`src/rtl/fir_satsh_pkg.sv`:
```
package fir_satsh_pkg;
  localparam int ACC_W = 27;
  localparam int OUT_W = 24;
  localparam int SEL_W = 3;
  localparam int NSEL  = 1 << SEL_W;

  typedef logic [ACC_W-1:0] acc_t;
  typedef logic [OUT_W-1:0] word_t;
  typedef logic [SEL_W-1:0] sel_t;
endpackage

```
`src/rtl/fir_satsh_clamp.sv`:
```
module fir_satsh_clamp
  import fir_satsh_pkg::*;
(
  input  acc_t acc_i,
  input  sel_t sel_i,
  output acc_t clamp_o
);
  acc_t cand [NSEL];

  for (genvar g = 0; g < NSEL; g++) begin : g_len
    localparam int L = ACC_W - g;
    always_comb begin
      if (acc_i[ACC_W-1:L-1] == {(g+1){acc_i[ACC_W-1]}})
        cand[g] = acc_i;
      else if (acc_i[ACC_W-1])
        cand[g] = {{(g+1){1'b1}}, {(L-1){1'b0}}};
      else
        cand[g] = {{(g+1){1'b0}}, {(L-1){1'b1}}};
    end
  end

  assign clamp_o = cand[sel_i];
endmodule

```
`src/rtl/fir_satsh_norm.sv`:
```
module fir_satsh_norm
  import fir_satsh_pkg::*;
(
  input  acc_t  clamp_i,
  input  sel_t  sel_i,
  output word_t norm_o
);
  word_t cand [NSEL];

  for (genvar g = 0; g < NSEL; g++) begin : g_len
    localparam int L = ACC_W - g;
    if (L > OUT_W) begin : g_round
      localparam int K = L - OUT_W;
      logic [OUT_W:0] t;
      // floor(x / 2^K) plus the half bit equals round-half-up
      assign t = {clamp_i[L-1], clamp_i[L-1:K]} + (OUT_W+1)'(clamp_i[K-1]);
      assign cand[g] = (t[OUT_W:OUT_W-1] == 2'b01) ? {1'b0, {(OUT_W-1){1'b1}}}
                                                   : t[OUT_W-1:0];
    end else if (L == OUT_W) begin : g_keep
      assign cand[g] = clamp_i[OUT_W-1:0];
    end else begin : g_pad
      assign cand[g] = {clamp_i[L-1:0], {(OUT_W-L){1'b0}}};
    end
  end

  assign norm_o = cand[sel_i];
endmodule

```
`src/rtl/fir_satsh_shift.sv`:
```
module fir_satsh_shift
  import fir_satsh_pkg::*;
(
  input  word_t data_i,
  input  sel_t  code_i,
  output word_t data_o
);
  localparam sel_t RSVD = sel_t'(1) << (SEL_W-1);

  always_comb begin
    if (!code_i[SEL_W-1])
      data_o = data_i << code_i;
    else if (code_i == RSVD)
      data_o = data_i;
    else
      data_o = data_i >> (sel_t'(0) - code_i);
  end
endmodule

```
`src/rtl/fir_sat_shift_stage.sv`:
```
module fir_sat_shift_stage
  import fir_satsh_pkg::*;
(
  input  logic             clk_i,
  input  logic             rst_ni,
  input  logic             in_valid_i,
  input  logic [ACC_W-1:0] acc_i,
  input  logic [SEL_W-1:0] sat_sel_i,
  input  logic [SEL_W-1:0] shift_sel_i,
  output logic             out_valid_o,
  output logic [OUT_W-1:0] out_data_o
);
  acc_t  clamped;
  word_t norm;
  word_t s1_data;
  sel_t  s1_shift;
  logic  s1_valid;
  word_t shifted;

  fir_satsh_clamp u_clamp (.acc_i(acc_i), .sel_i(sat_sel_i), .clamp_o(clamped));
  fir_satsh_norm  u_norm  (.clamp_i(clamped), .sel_i(sat_sel_i), .norm_o(norm));

  always_ff @(posedge clk_i or negedge rst_ni) begin
    if (!rst_ni) begin
      s1_valid <= 1'b0;
      s1_data  <= '0;
      s1_shift <= '0;
    end else begin
      s1_valid <= in_valid_i;
      if (in_valid_i) begin
        s1_data  <= norm;
        s1_shift <= shift_sel_i;
      end
    end
  end

  fir_satsh_shift u_shift (.data_i(s1_data), .code_i(s1_shift), .data_o(shifted));

  always_ff @(posedge clk_i or negedge rst_ni) begin
    if (!rst_ni) begin
      out_valid_o <= 1'b0;
      out_data_o  <= '0;
    end else begin
      out_valid_o <= s1_valid;
      if (s1_valid) out_data_o <= shifted;
    end
  end

  a_r2_latency: assert property (@(posedge clk_i) disable iff (!rst_ni)
    in_valid_i |-> ##2 out_valid_o);
  a_r2_no_spurious: assert property (@(posedge clk_i) disable iff (!rst_ni)
    !in_valid_i |-> ##2 !out_valid_o);
  a_r10_hold: assert property (@(posedge clk_i) disable iff (!rst_ni)
    !s1_valid |=> $stable(out_data_o));
  a_r8_reserved: assert property (@(posedge clk_i) disable iff (!rst_ni)
    (s1_valid && s1_shift == 3'b100) |=> out_data_o == $past(s1_data));
  a_r7_msb_zero: assert property (@(posedge clk_i) disable iff (!rst_ni)
    (s1_valid && s1_shift[2] && s1_shift[1:0] != 2'b00) |=> !out_data_o[OUT_W-1]);
  a_r6_lsb_zero: assert property (@(posedge clk_i) disable iff (!rst_ni)
    (s1_valid && !s1_shift[2] && s1_shift != 3'b000) |=> !out_data_o[0]);
endmodule

```
`config.mk`:
```
export PLATFORM = sky130hd
export DESIGN_NAME = fir_sat_shift_stage
export DESIGN_NICKNAME = d
export VERILOG_FILES = /design/src/rtl/fir_satsh_pkg.sv /design/src/rtl/fir_satsh_clamp.sv /design/src/rtl/fir_satsh_norm.sv /design/src/rtl/fir_satsh_shift.sv /design/src/rtl/fir_sat_shift_stage.sv
export SDC_FILE = /design/constraint.sdc
export NUM_CORES = 1
export LEC_CHECK = 0
export BUFFER_PORTS_ARGS = -buffer_cell sky130_fd_sc_hd__buf_2
export CAP_MARGIN = 20
export CELL_PAD_IN_SITES_DETAIL_PLACEMENT = 1
export CELL_PAD_IN_SITES_GLOBAL_PLACEMENT = 2
export CORE_ASPECT_RATIO = 1.25
export CORE_MARGIN = 1.5
export CORE_UTILIZATION = 39
export CTS_BUF_LIST = sky130_fd_sc_hd__clkbuf_4 sky130_fd_sc_hd__clkbuf_8
export DETAILED_ROUTE_END_ITERATION = 6
export PLACE_DENSITY_LB_ADDON = 0.05
export SETUP_SLACK_MARGIN = 0.5
export SLEW_MARGIN = 20
export SYNTH_ARGS = -nofsm -noshare
export SYNTH_HDL_FRONTEND = slang
export SYNTH_SLANG_ARGS = --single-unit
```
`constraint.sdc`:
```
create_clock -name clk_i -period 5.1 [get_ports clk_i]
set_clock_uncertainty 0.1 [all_clocks]
set_input_delay 0.255 -clock clk_i [delete_from_list [all_inputs] [get_ports clk_i]]
set_output_delay 0.255 -clock clk_i [all_outputs]
set_load 0.1 [all_outputs]
```
## Word level (Yosys, flattened, before mapping)

Index checks and enable logic that the tools add are counted.

| word-level totals | value |
|---|---|
| bits in registers | 53 |
| bits in latches | 0 |
| memory bits (writable) | 0 |
| bits in read-only memories | 0 |
| input port bits | 36 |
| output and inout port bits | 25 |
| logic and storage cells | 49 |
| memories kept | 0 |

| cells by class | value |
|---|---|
| $add $sub $neg | 4 |
| multiply operators | 0 |
| divide/modulo/power cells | 0 |
| $lt $le $gt $ge | 1 |
| eq/ne operators | 11 |
| shifts and indexed selects | 2 |
| muxes and demuxes | 25 |
| bitwise logic cells | 1 |
| reductions and logical operators | 0 |

Operator list:

| operator | count |
|---|---|
| $mux W27 | 16 |
| $mux W24 | 7 |
| $bmux W27 S3 | 1 |
| $add A24 B2 Y25 | 3 |
| $bmux W24 S3 | 1 |
| $shl A24 B3 Y24 | 1 |
| $shr A24 B3 Y24 | 1 |
| $eq A7 B7 Y1 | 1 |
| $eq A2 B1 Y1 const B | 3 |
| $eq A6 B6 Y1 | 1 |
| $eq A5 B5 Y1 | 1 |
| $eq A4 B4 Y1 | 1 |
| $ge A4 B4 Y1 const B | 1 |
| $not A3 Y4 | 1 |
| $eq A3 B3 Y1 | 1 |
| $eq A3 B3 Y1 const B | 1 |
| $sub A1 B3 Y3 const A | 1 |
| $eq A2 B2 Y1 | 1 |
| $eq A1 B1 Y1 | 1 |

## Longest topological paths before layout

| logic depth | value |
|---|---|
| word-level depth | 11 |
| depth in mapped cells | 21 |

## Hierarchy

A second synthesis with hierarchy kept.

| unflattened totals | value |
|---|---|
| cells, all modules | 992 |
| area total of the unflattened synthesis | 7,827.5 um^2 |

Modules (own cells, without submodules):

| module | instances | cells an instance | area each (um^2) | seq. area each (um^2) |
|---|---|---|---|---|
| fir_satsh_norm | 1 | 400 | 2,682.6 | 0.0 |
| fir_sat_shift_stage | 1 | 110 | 2,135.8 | 1,326.3 |
| fir_satsh_shift | 1 | 264 | 1,674.1 | 0.0 |
| fir_satsh_clamp | 1 | 218 | 1,335.0 | 0.0 |

## Worst setup path before layout

No wires, ideal clock.

| timing path | value |
|---|---|
| kind | input to register |
| start | input acc_i[26] |
| end | register s1_data[14] |
| arrival time | 4,360 ps |
| data required time | 4,906 ps |
| setup slack | 546 ps |
| stages | 21 |
| buffers on the path | 7 |
| path through | clkbuf_1 > inv_1 > buf_2 > buf_2 > buf_2 > clkbuf_1 > a21oi_1 > a221oi_1 > a211oi_1 > a211oi_1 > ha_1 > inv_1 > a2111o_1 > nor4b_2 > and3_1 > buf_2 > and3b_1 > a21o_1 > buf_2 > o22ai_1 > a211oi_1 |

| on the way | value |
|---|---|
| cells in the longest elaborated chain, start to end | 11 |
| elaborated cells on any way between the ends | 36 |

RTL lines:

| element | line | text |
|---|---|---|
| from (decl) | fir_sat_shift_stage.sv:7 | `input logic [ACC_W-1:0] acc_i,` |
| $eq A7 B7 Y1, or another cell as far along | fir_satsh_clamp.sv:13 | `if (acc_i[ACC_W-1:L-1] == {(g+1){acc_i[ACC_W-1]}})` |
| $mux W27 | fir_satsh_clamp.sv:13 |  |
| $bmux W27 S3 (*) | fir_satsh_clamp.sv:22 | `assign clamp_o = cand[sel_i];` |
| $mux W27 (not written as such) (*) (2 in a row) | fir_satsh_clamp.sv:22 |  |
| $add A24 B2 Y25 | fir_satsh_norm.sv:16 | `assign t = {clamp_i[L-1], clamp_i[L-1:K]} + (OUT_W+1)'(clamp_i[K-1]);` |
| $eq A2 B1 Y1 | fir_satsh_norm.sv:17 | `assign cand[g] = (t[OUT_W:OUT_W-1] == 2'b01) ? {1'b0, {(OUT_W-1){1'b1}}}` |
| $mux W24 | fir_satsh_norm.sv:17 |  |
| $bmux W24 S3 (*) | fir_satsh_norm.sv:26 | `assign norm_o = cand[sel_i];` |
| $mux W24 (not written as such) (*) (2 in a row) | fir_satsh_norm.sv:26 |  |
| to (signal assigned) | fir_sat_shift_stage.sv:31 | `s1_data <= norm;` |
| to (decl) | fir_sat_shift_stage.sv:15 | `word_t s1_data;` |

Mark *: on every way between the ends. The rest lies on a longest branch, timed or not. The select of a mux whose other input is x is not followed.
A chain may end at the register's enable or synchronous reset.

## Final worst setup path

| timing path | value |
|---|---|
| start | input acc_i[26] |
| end | register s1_data[4] |

The elaborated chain is that of the path after synthesis.

==> key figures <==
Status
  • Status: completed

Placement
  • GPL Wtd Cong: 0.989
  • HPWL Detailed: 30300 um
  • Port bufs: 60
  • Post-Place Cell Area: 9480 sq um
  • Setup Slack @ Placement: about 0.25 ns

Timing
  • Final setup viols: 0
  • Max-slew headroom: 0.290
  • Worst Tran Pin Value: roughly 1.1 ns
  • Unrepaired setup endpoints after global routing: false
  • Max Slew Vio Count: 0
  • Fin Setup TNS: 0 ns
  • FMAX: approximately 0.23 GHz
  • Endpoints failing hold: 0
  • Tmin final: around 4.4 ns
  • Final worst slack: 0.720 ns
  • Crit share post-route: 0.859

Final layout
  • Fill cells: 2881
  • Most frequent cells in the layout: nor2_1, nand2_1, a21oi_1
  • Area Overhead vs Synth: 10.4%
  • Share of cells above drive strength 1: 0.183
  • Final instance area: 9640 sq um
  • Antenna Cells: 0
  • Util after Layout: 0.435
  • Multi-input logic area: 6790 sq um
  • Register area: ~1300 sq um
  • Layout Nets: 1310
  • Most common cell after layout, fill and taps aside: nor2_1

Drt
  • Antenna-violating nets left: 0
  • Post-DR vias/cell: approximately 6.6
  • Final WL: roughly 40000 um
  • First DRT Iteration DRCs: between 400 and 500
  • WL per Instance: 25.6 um
  • DRC: 0
  • DR vias: approximately 10000
  • Pre-Repair DR Iteration Count: 5

Critical path
  • CP max stage delay: approximately 0.67 ns
  • Worst Path Buf+Inv: 4
  • Setup CP Type: in2reg
  • Critical path capture point type: register
  • Startpoint types: input pin
  • Cell Chain, Critical Path: buf_2 > buf_4 > nand2_1 > o311a_1 > a211oi_1 > buf_4 > a2bb2oi_1 > o21ai_0 > and2_1 > nand4_1 > or3_1 > inv_1 > o221ai_1 > a31oi_1
  • CP arrival: between 4 and 5 ns
  • Top delay family on crit path: compound AO/OA/AOI/OAI gates
  • Critical Path Fanout Max: 11
  • Most used cell, CP: buf_4
  • Max stage delay cell, worst path: or3_1
  • Critical Path RT: around 5.3 ns

Power
  • Peak supply drop: 0.241 mV
  • Cell Pwr Density: 259 nW/um^2
  • Pwr Total: 2.49 mW
  • Static leakage: 3.62 nW

Global routing
  • First-pass GRT wire length: 61400 um
  • Largest net degree at the start of global routing: 57
  • Grt ovf: 0
  • Vias in the first global route: approximately 10000
  • Total track usage: 0.342
  • Initial antenna violation count: 0

CTS
  • Number of CTS-inserted buffers: 5
  • Skew-Pair Late Insertion Delay: ~0.35 ns
  • Worst-path clk slew: approximately 0.11 ns
  • H-tree levels: 2
  • CTS tree: built
  • CTS Root Buffer Type: clkbuf_8
  • Sink Count: between 50 and 60
  • Max clock buf depth: 2

Floorplan
  • Ports: just over 60
  • Die Area: 23300 sq um
  • # rows: 61
  • Initial Util: 0.394
  • Core ar.: ~22000 sq um
  • Die width: 137 um
  • Die H: 170 um

Yosys
  • Post-synth cell types: 88
  • Synth Instances: approximately 1200
  • Synth top area cells: dfrtp_1, mux4_2, a21oi_1
  • Syn. warnings: 0
  • Share of the yosys chip area belonging to registers: 0.152
  • Yosys reg bits: 53
  • Synth Net Count: roughly 1300
  • Asr flop ratio synth: 1.00
  • Mapped Area: ~8700 sq um
  • Post-synth top area cell: dfrtp_1
  • Post-synth EDFFs: 0
  • Avg Cell Area, Syn: between 7 and 8 sq um
  • Top_reg_cell synth: dfrtp_1
  • Share of the synthesized area in the top cell type: 0.152

Run
  • Max_cap viols: 0

Worst hold path
  • Worst hold path class: in2reg
synth_stat cells, drive strengths merged, types with 5 or more instances:
cell     number
nor2        153
nand2       136
a21oi       123
o21ai       101
clkbuf       87
dfrtp        53
buf          38
nand3        33
mux2i        32
a31oi        30
mux4         30
xnor2        26
o211ai       25
inv          23
nor3         22
a211oi       20
o21a         19
o221ai       19
o22ai        16
and2         15
nand4        14
o31ai        14
a221oi       13
nor4         12
or3          11
mux2         10
nand2b       10
a21boi        8
a21o          8
a221o         8
nor2b         8
or4           8
a2bb2oi       7
and3          7
or2           7
xor2          6
a22oi         5
ha            5
nand4b        5
nor4b         5
power by group:
| group | leakage (nW) | switching, mW | internal [mW] |
|---|---|---|---|
| combinational | 2.97 | 1.09 | 0.524 |
| clock | 0.0498 | 0.156 | 0.114 |
| sequential | 0.604 | 0.103 | 0.501 |
cell type report:
class                           instances  area share
Multi-Input combinational cell       1033       0.704
Clock buffer                            8     0.00948
Tap cell                              283      0.0367
Sequential cell                        53       0.138
Timing Repair Buffer                  150       0.102
Inverter                               26      0.0101
timing repair:
item,4_1_cts,5_1_grt
setup endpoints to repair,0,9
buffers inserted,0,4
hold endpoints to repair,31,0
resized for setup,0,5
hold buffers,2,0
stage by stage:
step | instances | hold slack (ns)
floorplan | 1237 | -0.141
global placement | 1539 | 0.307
detailed placement | 1539 | 0.313
CTS | 1549 | 0.0106
global route | 1553 | 0.0388
finish | 1553 | 0.0124
cell families after synthesis:
group | count (synthesis) | synth area share
AO/OA/AOI/OAI | 470 | 0.361
AND/OR/NAND/NOR | 454 | 0.247
buffers and inverters | 151 | 0.0730
multiplexers | 72 | 0.127
flip-flops | 53 | 0.152
XOR/XNOR | 32 | 0.0321
adder cells (fa/ha/maj) | 5 | 0.00717
worst min-delay path, stage by stage:
cell,delay [ns]
buf_2,0.08
nand2_1,0.04
o21ai_0,0.06
flip-flops by register name, summed over array words and instances, names as in the netlist:
signal       count
s1_shift         3
out_data_o      24
s1_data         24
out_valid_o      1
s1_valid         1
routing by layer:
| layer | GRT usage | wire, um | part of all wire | vias up |
|---|---|---|---|---|
| met1 | 0.401 | 15700 | 0.40 | 5017 |
| met3 | 0.0298 | 1780 | 0.045 | 117 |
| met4 | 0.189 | 2150 | 0.054 | 0 |
| li1 | - | - | - | 4728 |
| met5 | 0 | 0 | 0 | - |
| met2 | 0.607 | 20100 | 0.50 | 359 |
final timing paths:
path	from	end	slack [ns]	cells past startpoint
max in group asynchronous	rst_ni	s1_shift[0]$_DFFE_PN0P_	3.88	3
setup reg to reg	s1_shift[1]$_DFFE_PN0P_	out_data_o[20]$_DFFE_PN0P_	2.00	9
min in group asynchronous	rst_ni	s1_shift[2]$_DFFE_PN0P_	0.48	3
hold reg to reg	out_data_o[20]$_DFFE_PN0P_	out_data_o[20]$_DFFE_PN0P_	0.41	1
setup / recovery	acc_i[26]	s1_data[4]$_DFFE_PN0P_	0.72	14
hold / removal	shift_sel_i[1]	s1_shift[1]$_DFFE_PN0P_	0.01	3
No activity file was read; power rests on OpenSTA's default activity.
